**src/rtl/burst4_pkg.sv**
```systemverilog
package burst4_pkg;

  localparam int LANES = 4;

  typedef logic [1:0] lane_t;

  // strobes from the control to the datapath
  typedef struct packed {
    logic  wrFirst;  // first beat pair of a write burst
    logic  wrLast;   // second beat pair of a write burst
    lane_t wrBase;   // lane of write beat 0
    logic  rdLoad;   // returned word is on memRdData
    lane_t rdBase;   // lane of read beat 0
    logic  rdShow;   // a read beat pair is driven out
    logic  rdHalf;   // 0: beats 0/1, 1: beats 2/3
  } laneCtl_t;

endpackage

```
**src/rtl/burst4_ctrl.sv**
```systemverilog
module burst4_ctrl
  import burst4_pkg::*;
(
  input  logic     clk,
  input  logic     rstN,
  input  logic     cwfMode,
  input  logic     wrStart,
  input  lane_t    wrLow,
  input  logic     rdStart,
  input  lane_t    rdLow,
  output laneCtl_t ctl,
  output logic     memWrEn,
  output logic     rdValid
);

  logic  wrTail;
  logic  wrCommit;
  lane_t wrBaseQ;
  lane_t wrBaseNow;
  logic  rdLoadQ;
  lane_t rdBaseQ;
  lane_t rdBaseNow;
  logic  rdShowA;
  logic  rdShowB;

  assign wrBaseNow = cwfMode ? wrLow : lane_t'(0);
  assign rdBaseNow = cwfMode ? rdLow : lane_t'(0);

  always_ff @(posedge clk or negedge rstN) begin
    if (!rstN) begin
      wrTail   <= 1'b0;
      wrCommit <= 1'b0;
      wrBaseQ  <= '0;
    end else begin
      wrTail   <= wrStart;
      wrCommit <= wrTail;
      if (wrStart) wrBaseQ <= wrBaseNow;
    end
  end

  always_ff @(posedge clk or negedge rstN) begin
    if (!rstN) begin
      rdLoadQ <= 1'b0;
      rdBaseQ <= '0;
      rdShowA <= 1'b0;
      rdShowB <= 1'b0;
    end else begin
      rdLoadQ <= rdStart;
      rdShowA <= rdLoadQ;
      rdShowB <= rdShowA;
      if (rdStart) rdBaseQ <= rdBaseNow;
    end
  end

  always_comb begin
    ctl         = '0;
    ctl.wrFirst = wrStart;
    ctl.wrLast  = wrTail;
    ctl.wrBase  = wrStart ? wrBaseNow : wrBaseQ;
    ctl.rdLoad  = rdLoadQ;
    ctl.rdBase  = rdBaseQ;
    ctl.rdShow  = rdShowA | rdShowB;
    ctl.rdHalf  = rdShowB;
  end

  assign memWrEn = wrCommit;
  assign rdValid = rdShowA | rdShowB;


  wr_commit_lat_chk: assert property (@(posedge clk) disable iff (!rstN)
    wrStart |-> ##2 memWrEn);


  wr_commit_pulse_chk: assert property (@(posedge clk) disable iff (!rstN)
    memWrEn |=> !memWrEn);


  wr_no_overlap_chk: assert property (@(posedge clk) disable iff (!rstN)
    wrTail |-> !wrStart);


  rd_no_overlap_chk: assert property (@(posedge clk) disable iff (!rstN)
    rdLoadQ |-> !rdStart);


  rd_window_chk: assert property (@(posedge clk) disable iff (!rstN)
    rdStart |-> ##2 rdValid ##1 rdValid);


  fixed_base_chk: assert property (@(posedge clk) disable iff (!rstN)
    (wrStart && !cwfMode) |=> (wrBaseQ == 2'd0));

endmodule

```
**src/rtl/burst4_dpath.sv**
```systemverilog
module burst4_dpath
  import burst4_pkg::*;
#(
  parameter int BEAT_W  = 8,
  parameter int MASK_W  = 1,
  parameter int WADDR_W = 8,
  localparam int WORD_W = LANES * BEAT_W,
  localparam int WMSK_W = LANES * MASK_W
) (
  input  logic               clk,
  input  logic               rstN,
  input  laneCtl_t           ctl,
  input  logic [WADDR_W-1:0] wrAddrHi,
  input  logic [BEAT_W-1:0]  wrRise,
  input  logic [BEAT_W-1:0]  wrFall,
  input  logic [MASK_W-1:0]  wrMaskRise,
  input  logic [MASK_W-1:0]  wrMaskFall,
  input  logic [WORD_W-1:0]  memRdData,
  output logic [WADDR_W-1:0] memWrAddr,
  output logic [WORD_W-1:0]  memWrData,
  output logic [WMSK_W-1:0]  memWrMask,
  output logic [BEAT_W-1:0]  rdRise,
  output logic [BEAT_W-1:0]  rdFall
);

  logic [BEAT_W-1:0] sBeat [LANES];
  logic [WADDR_W-1:0] wAddrQ;

  always_ff @(posedge clk or negedge rstN) begin
    if (!rstN) wAddrQ <= '0;
    else if (ctl.wrFirst) wAddrQ <= wrAddrHi;
  end
  assign memWrAddr = wAddrQ;

  // gather: each lane picks the beat whose offset from the base it holds
  for (genvar g = 0; g < LANES; g++) begin : gGather
    lane_t             off;
    logic [BEAT_W-1:0] gData;
    logic [MASK_W-1:0] gMask;

    assign off = lane_t'(g) - ctl.wrBase;

    always_ff @(posedge clk or negedge rstN) begin
      if (!rstN) begin
        gData <= '0;
        gMask <= '0;
      end else if (ctl.wrFirst && off == 2'd0) begin
        gData <= wrRise;
        gMask <= wrMaskRise;
      end else if (ctl.wrFirst && off == 2'd1) begin
        gData <= wrFall;
        gMask <= wrMaskFall;
      end else if (ctl.wrLast && off == 2'd2) begin
        gData <= wrRise;
        gMask <= wrMaskRise;
      end else if (ctl.wrLast && off == 2'd3) begin
        gData <= wrFall;
        gMask <= wrMaskFall;
      end
    end

    assign memWrData[g*BEAT_W +: BEAT_W] = gData;
    assign memWrMask[g*MASK_W +: MASK_W] = gMask;
  end

  // scatter: beat slot k is filled from lane base+k of the returned word
  for (genvar k = 0; k < LANES; k++) begin : gScatter
    lane_t src;
    assign src = lane_t'(k) + ctl.rdBase;

    always_ff @(posedge clk or negedge rstN) begin
      if (!rstN) sBeat[k] <= '0;
      else if (ctl.rdLoad) sBeat[k] <= memRdData[int'(src)*BEAT_W +: BEAT_W];
    end
  end

  always_comb begin
    rdRise = '0;
    rdFall = '0;
    if (ctl.rdShow) begin
      rdRise = ctl.rdHalf ? sBeat[2] : sBeat[0];
      rdFall = ctl.rdHalf ? sBeat[3] : sBeat[1];
    end
  end

endmodule

```
**src/rtl/ddr_burst4_gearbox.sv**
```systemverilog
module ddr_burst4_gearbox
  import burst4_pkg::*;
#(
  parameter int BEAT_W = 8,
  parameter int MASK_W = 1,
  parameter int ADDR_W = 10,
  localparam int WADDR_W = ADDR_W - 2,
  localparam int WORD_W  = LANES * BEAT_W,
  localparam int WMSK_W  = LANES * MASK_W
) (
  input  logic               clk,
  input  logic               rstN,
  input  logic               cwfMode,
  input  logic               wrStart,
  input  logic [ADDR_W-1:0]  wrAddr,
  input  logic [BEAT_W-1:0]  wrRise,
  input  logic [BEAT_W-1:0]  wrFall,
  input  logic [MASK_W-1:0]  wrMaskRise,
  input  logic [MASK_W-1:0]  wrMaskFall,
  input  logic               rdStart,
  input  logic [ADDR_W-1:0]  rdAddr,
  output logic               rdValid,
  output logic [BEAT_W-1:0]  rdRise,
  output logic [BEAT_W-1:0]  rdFall,
  output logic               memWrEn,
  output logic [WADDR_W-1:0] memWrAddr,
  output logic [WORD_W-1:0]  memWrData,
  output logic [WMSK_W-1:0]  memWrMask,
  output logic               memRdEn,
  output logic [WADDR_W-1:0] memRdAddr,
  input  logic [WORD_W-1:0]  memRdData
);

  laneCtl_t ctl;

  burst4_ctrl uCtrl (
    .clk     (clk),
    .rstN    (rstN),
    .cwfMode (cwfMode),
    .wrStart (wrStart),
    .wrLow   (wrAddr[1:0]),
    .rdStart (rdStart),
    .rdLow   (rdAddr[1:0]),
    .ctl     (ctl),
    .memWrEn (memWrEn),
    .rdValid (rdValid)
  );

  burst4_dpath #(
    .BEAT_W  (BEAT_W),
    .MASK_W  (MASK_W),
    .WADDR_W (WADDR_W)
  ) uDpath (
    .clk        (clk),
    .rstN       (rstN),
    .ctl        (ctl),
    .wrAddrHi   (wrAddr[ADDR_W-1:2]),
    .wrRise     (wrRise),
    .wrFall     (wrFall),
    .wrMaskRise (wrMaskRise),
    .wrMaskFall (wrMaskFall),
    .memRdData  (memRdData),
    .memWrAddr  (memWrAddr),
    .memWrData  (memWrData),
    .memWrMask  (memWrMask),
    .rdRise     (rdRise),
    .rdFall     (rdFall)
  );

  assign memRdEn   = rdStart;
  assign memRdAddr = rdAddr[ADDR_W-1:2];


  rd_idle_zero_chk: assert property (@(posedge clk) disable iff (!rstN)
    !rdValid |-> (rdRise == '0 && rdFall == '0));

endmodule

```
**config.mk**
```make
export PLATFORM = sky130hd
export DESIGN_NAME = ddr_burst4_gearbox
export DESIGN_NICKNAME = d
export VERILOG_FILES = /design/src/rtl/burst4_pkg.sv /design/src/rtl/burst4_ctrl.sv /design/src/rtl/burst4_dpath.sv /design/src/rtl/ddr_burst4_gearbox.sv
export SDC_FILE = /design/constraint.sdc
export NUM_CORES = 1
export LEC_CHECK = 0
export BUFFER_PORTS_ARGS = -buffer_cell sky130_fd_sc_hd__buf_2
export CORE_MARGIN = 4
export CORE_UTILIZATION = 50
export CTS_CLUSTER_SIZE = 10
export DETAILED_ROUTE_END_ITERATION = 8
export GPL_ROUTABILITY_DRIVEN = 0
export HOLD_SLACK_MARGIN = 0.15
export PLACE_DENSITY = 0.79
export SKIP_LAST_GASP = 1
export SYNTH_ARGS = -nofsm -noshare
export SYNTH_HDL_FRONTEND = slang
export SYNTH_SLANG_ARGS = --single-unit
```
**constraint.sdc**
```tcl
create_clock -name clk -period 2.17 [get_ports clk]
set_input_delay 0.217 -clock clk [delete_from_list [all_inputs] [get_ports clk]]
set_output_delay 0.217 -clock clk [all_outputs]
set_load 0.05 [all_outputs]
```
==> metrics.cfg <==
[outcome]
status = finished, final reports clean

[timing]
period_needed_ps = 2030
worst_pin_slew_ps = 728
hold_viol_final = 0
whs_ps = 166
post-route-period-util = 0.937
drv_slew = 0
max_freq_ghz = 0.492
setup_viol = 0
setup_tns_ps = 0
rsz0062_at_grt = no
max_slew_margin = 0.513
finClkSkew_ps = 11.5

[route]
dr.first_iter.drc_count = 120
drtPass1Iterations = 4
vias = 3426
vias_per_cell = 5.75
wl_um = 10900
top_layer_used = met4
wl_met2_um = 5800
avgRoutedWirePerCell_um = 18.3
wl_met1_um = 4280
drc = 0
antenna_left = 0
route.met3.wl_um = 749

[logic_synthesis]
yosysWarnings = 0
yosysTopAreaCell = dfrtp_1
ys_seq_elements = 85
synth_area_leaders = dfrtp_1 (47%), mux4_2 (16%), mux2_2 (10%), mux2i_1 (4.0%), buf_4 (3.5%)
synthCells = 352
synthesis.nets = 427
synth_area_um2 = 4490
syn_avg_cell_area_um2 = 12.8
yosysTopAreaCellShare = 0.473
ys_types = 31
yosysSeqAreaShare = 0.473

[critical_path]
worstPathCellList = dlygate4sd3_1, buf_2, nand3_1, and2_1, buf_4, inv_4, mux2i_1, o21ai_0
critPathKind = input pin to flop
worstPathMaxFanout = 18
worstPathRequired_ps = 2360
cp-end-kind = flop
path_delay_family = buffers and inverters
worst-r2r-setup-slack_ps = 420
worstPathArrival_ps = 2220
cp_slowest_stage_delay_ps = 520
worstReg2RegEnd = uDpath.gGather[2].gData[3]
crit_slowest_cell = dlygate4sd3_1
r2r_start = uCtrl.wrBaseQ[1]
start_kind = input pin
crit_buf_inv = 4
r2r_cells = 4

[die]
rows = 34
die-area_um2 = 10600
initial_core_util = 0.515
die_x_um = 103
core_um2 = 8720
ios = 146
die_y_um = 103

[hold_path]
hold_end = uDpath.gGather[0].gData[6]
worstHoldPathType = input pin to flop
hold_depth = 3
hp-start = wrRise[6]

[final_layout]
fin_area_um2 = 5520
n_antenna_cell = 0
fin_cells = 596
nNetsFinal = 558
fin_util = 0.633
syn_to_final_growth_pct = 22.9
layout-drive-gt1-share = 0.484
fillers = 678

[cts]
cts_buffers = 9
post_cts_resized = 0
cts-root-buf = clkbuf_8
cts_tree = yes
cts_max_path_buffers = 2
clk_latency_ps = 350
htreeDepth = 3
clock-sinks = 85
clkTransAtPathRegs_ps = 90

[placed_design]
dp.cells = 560
hpwl_um = 7800
placed_area_um2 = 5140
numPortBuffers = 129

[global_routing]
grt_max_degree = 43
antenna_found_initial = 0
grt_usage = 0.217
grt_pass1_wl_um = 17800
grt_pass1_vias = 3571
gr-total-overflow = 0

[power]
total_leakage_power_nw = 2.44
powerDensity_nw_per_um2 = 848
peakVddDrop_mv = 0.530

[job]
drv_cap = 0

## layer usage
layer / GRT usage / vias to the layer above
met1: 0.266 / 1735
met4: 0.0518 / 0
met3: 0.0487 / 6
met5: 0 / -
met2: 0.389 / 118
li1: - / 1567
## repair_timing
item,CTS,global route
hold buffers,20,0
hold endpoints to repair,58,0
endpoints found under the setup margin,0,0
buffers inserted,0,0
## tightest hold or removal path, cell delays in order
cell	delay, ps
buf_2	120
nor2_1	100
a21oi_1	40
## placed cells by master (no fill, tap or decap), types with 2 or more instances in the layout
cell type        n
nand2_1         10
nor2_1          18
a21oi_1         28
buf_2          128
mux4_2          32
clkinvlp_4       2
mux2i_1         18
clkbuf_8        10
mux2_2          40
buf_4           11
nand3_1         13
a22o_1          16
or2_2            2
o21ai_0         20
and2_1           2
dlygate4sd3_1   20
nand2b_1         2
inv_1            4
nor2b_1          2
dfrtp_1         84
clkinv_4         2
buf_12           2
a31oi_1          9
## cells in the mapped netlist, drive strengths merged
master	instances
clkbuf	11
inv	5
a21o	1
nand2	10
xor2	1
mux2	40
a21boi	1
a31oi	9
mux2i	18
a22o	16
dfrtp	85
and2	2
buf	30
xnor2	1
nand2b	2
nor2	18
o21a	1
a221oi	1
o211ai	1
a21oi	28
or2	2
nand3	13
nor2b	2
mux4	32
o21ai	22
## cell type report
class | instances | area (µm²) | area share
timing repair buffer | 161 | 963 | 0.174
inverter | 5 | 21.3 | 0.00385
clock buffer | 10 | 138 | 0.0249
multi-input combinational | 221 | 2090 | 0.378
clock inverter | 6 | 46.3 | 0.00838
sequential | 85 | 2130 | 0.385
tap | 108 | 135 | 0.0245
## state kept, by name, summed over array words and instances, names as in the netlist
signal and count:
uCtrl.memWrEn 1, uCtrl.rdBaseQ 2, uCtrl.rdLoadQ 1, uCtrl.rdShowA 1, uCtrl.rdShowB 1, uCtrl.wrBaseQ 2
uCtrl.wrTail 1, uDpath.gGather.gData 32, uDpath.gGather.gMask 4, uDpath.memWrAddr 8, uDpath.sBeat 32
## report_power, final
part           switching (W)  total, W  leakage [nW]  internal [W]
registers           0.000143   0.00197         0.989       0.00183
logic                0.00110   0.00167          1.36      0.000563
clock network       0.000589   0.00104        0.0889      0.000453
## through the flow
stage,total power (W),worst slack [ps]
2_1_floorplan,0.00326,360
3_3_place_gp,0.00360,505
3_5_place_dp,0.00365,329
4_1_cts,0.00472,180
5_1_grt,0.00492,33.1
6_report,0.00468,138
## cell families after synthesis
| logic type | Yosys count | synth area share |
|---|---|---|
| XOR/XNOR | 2 | 0.00390 |
| multiplexers | 90 | 0.301 |
| buffers and inverters | 46 | 0.0615 |
| AND/OR/NAND/NOR | 49 | 0.0490 |
| flip-flops | 85 | 0.473 |
| AO/OA/AOI/OAI | 80 | 0.111 |
## worst max-delay path by stage
stage	start	end	slack [ps]	cells past startpoint
after floorplan	uCtrl.rdShowB	rdFall[0]	360	5
after global placement	wrStart	uDpath.gGather[3].gData[2]	510	7
after detailed placement	wrStart	uDpath.gGather[3].gData[2]	330	7
after CTS	wrStart	uDpath.gGather[0].gData[2]	180	7
after global routing	wrStart	uDpath.gGather[2].gData[3]	30	6
final	wrStart	uDpath.gGather[3].gData[2]	140	8
(Power assumes the default switching activity.)
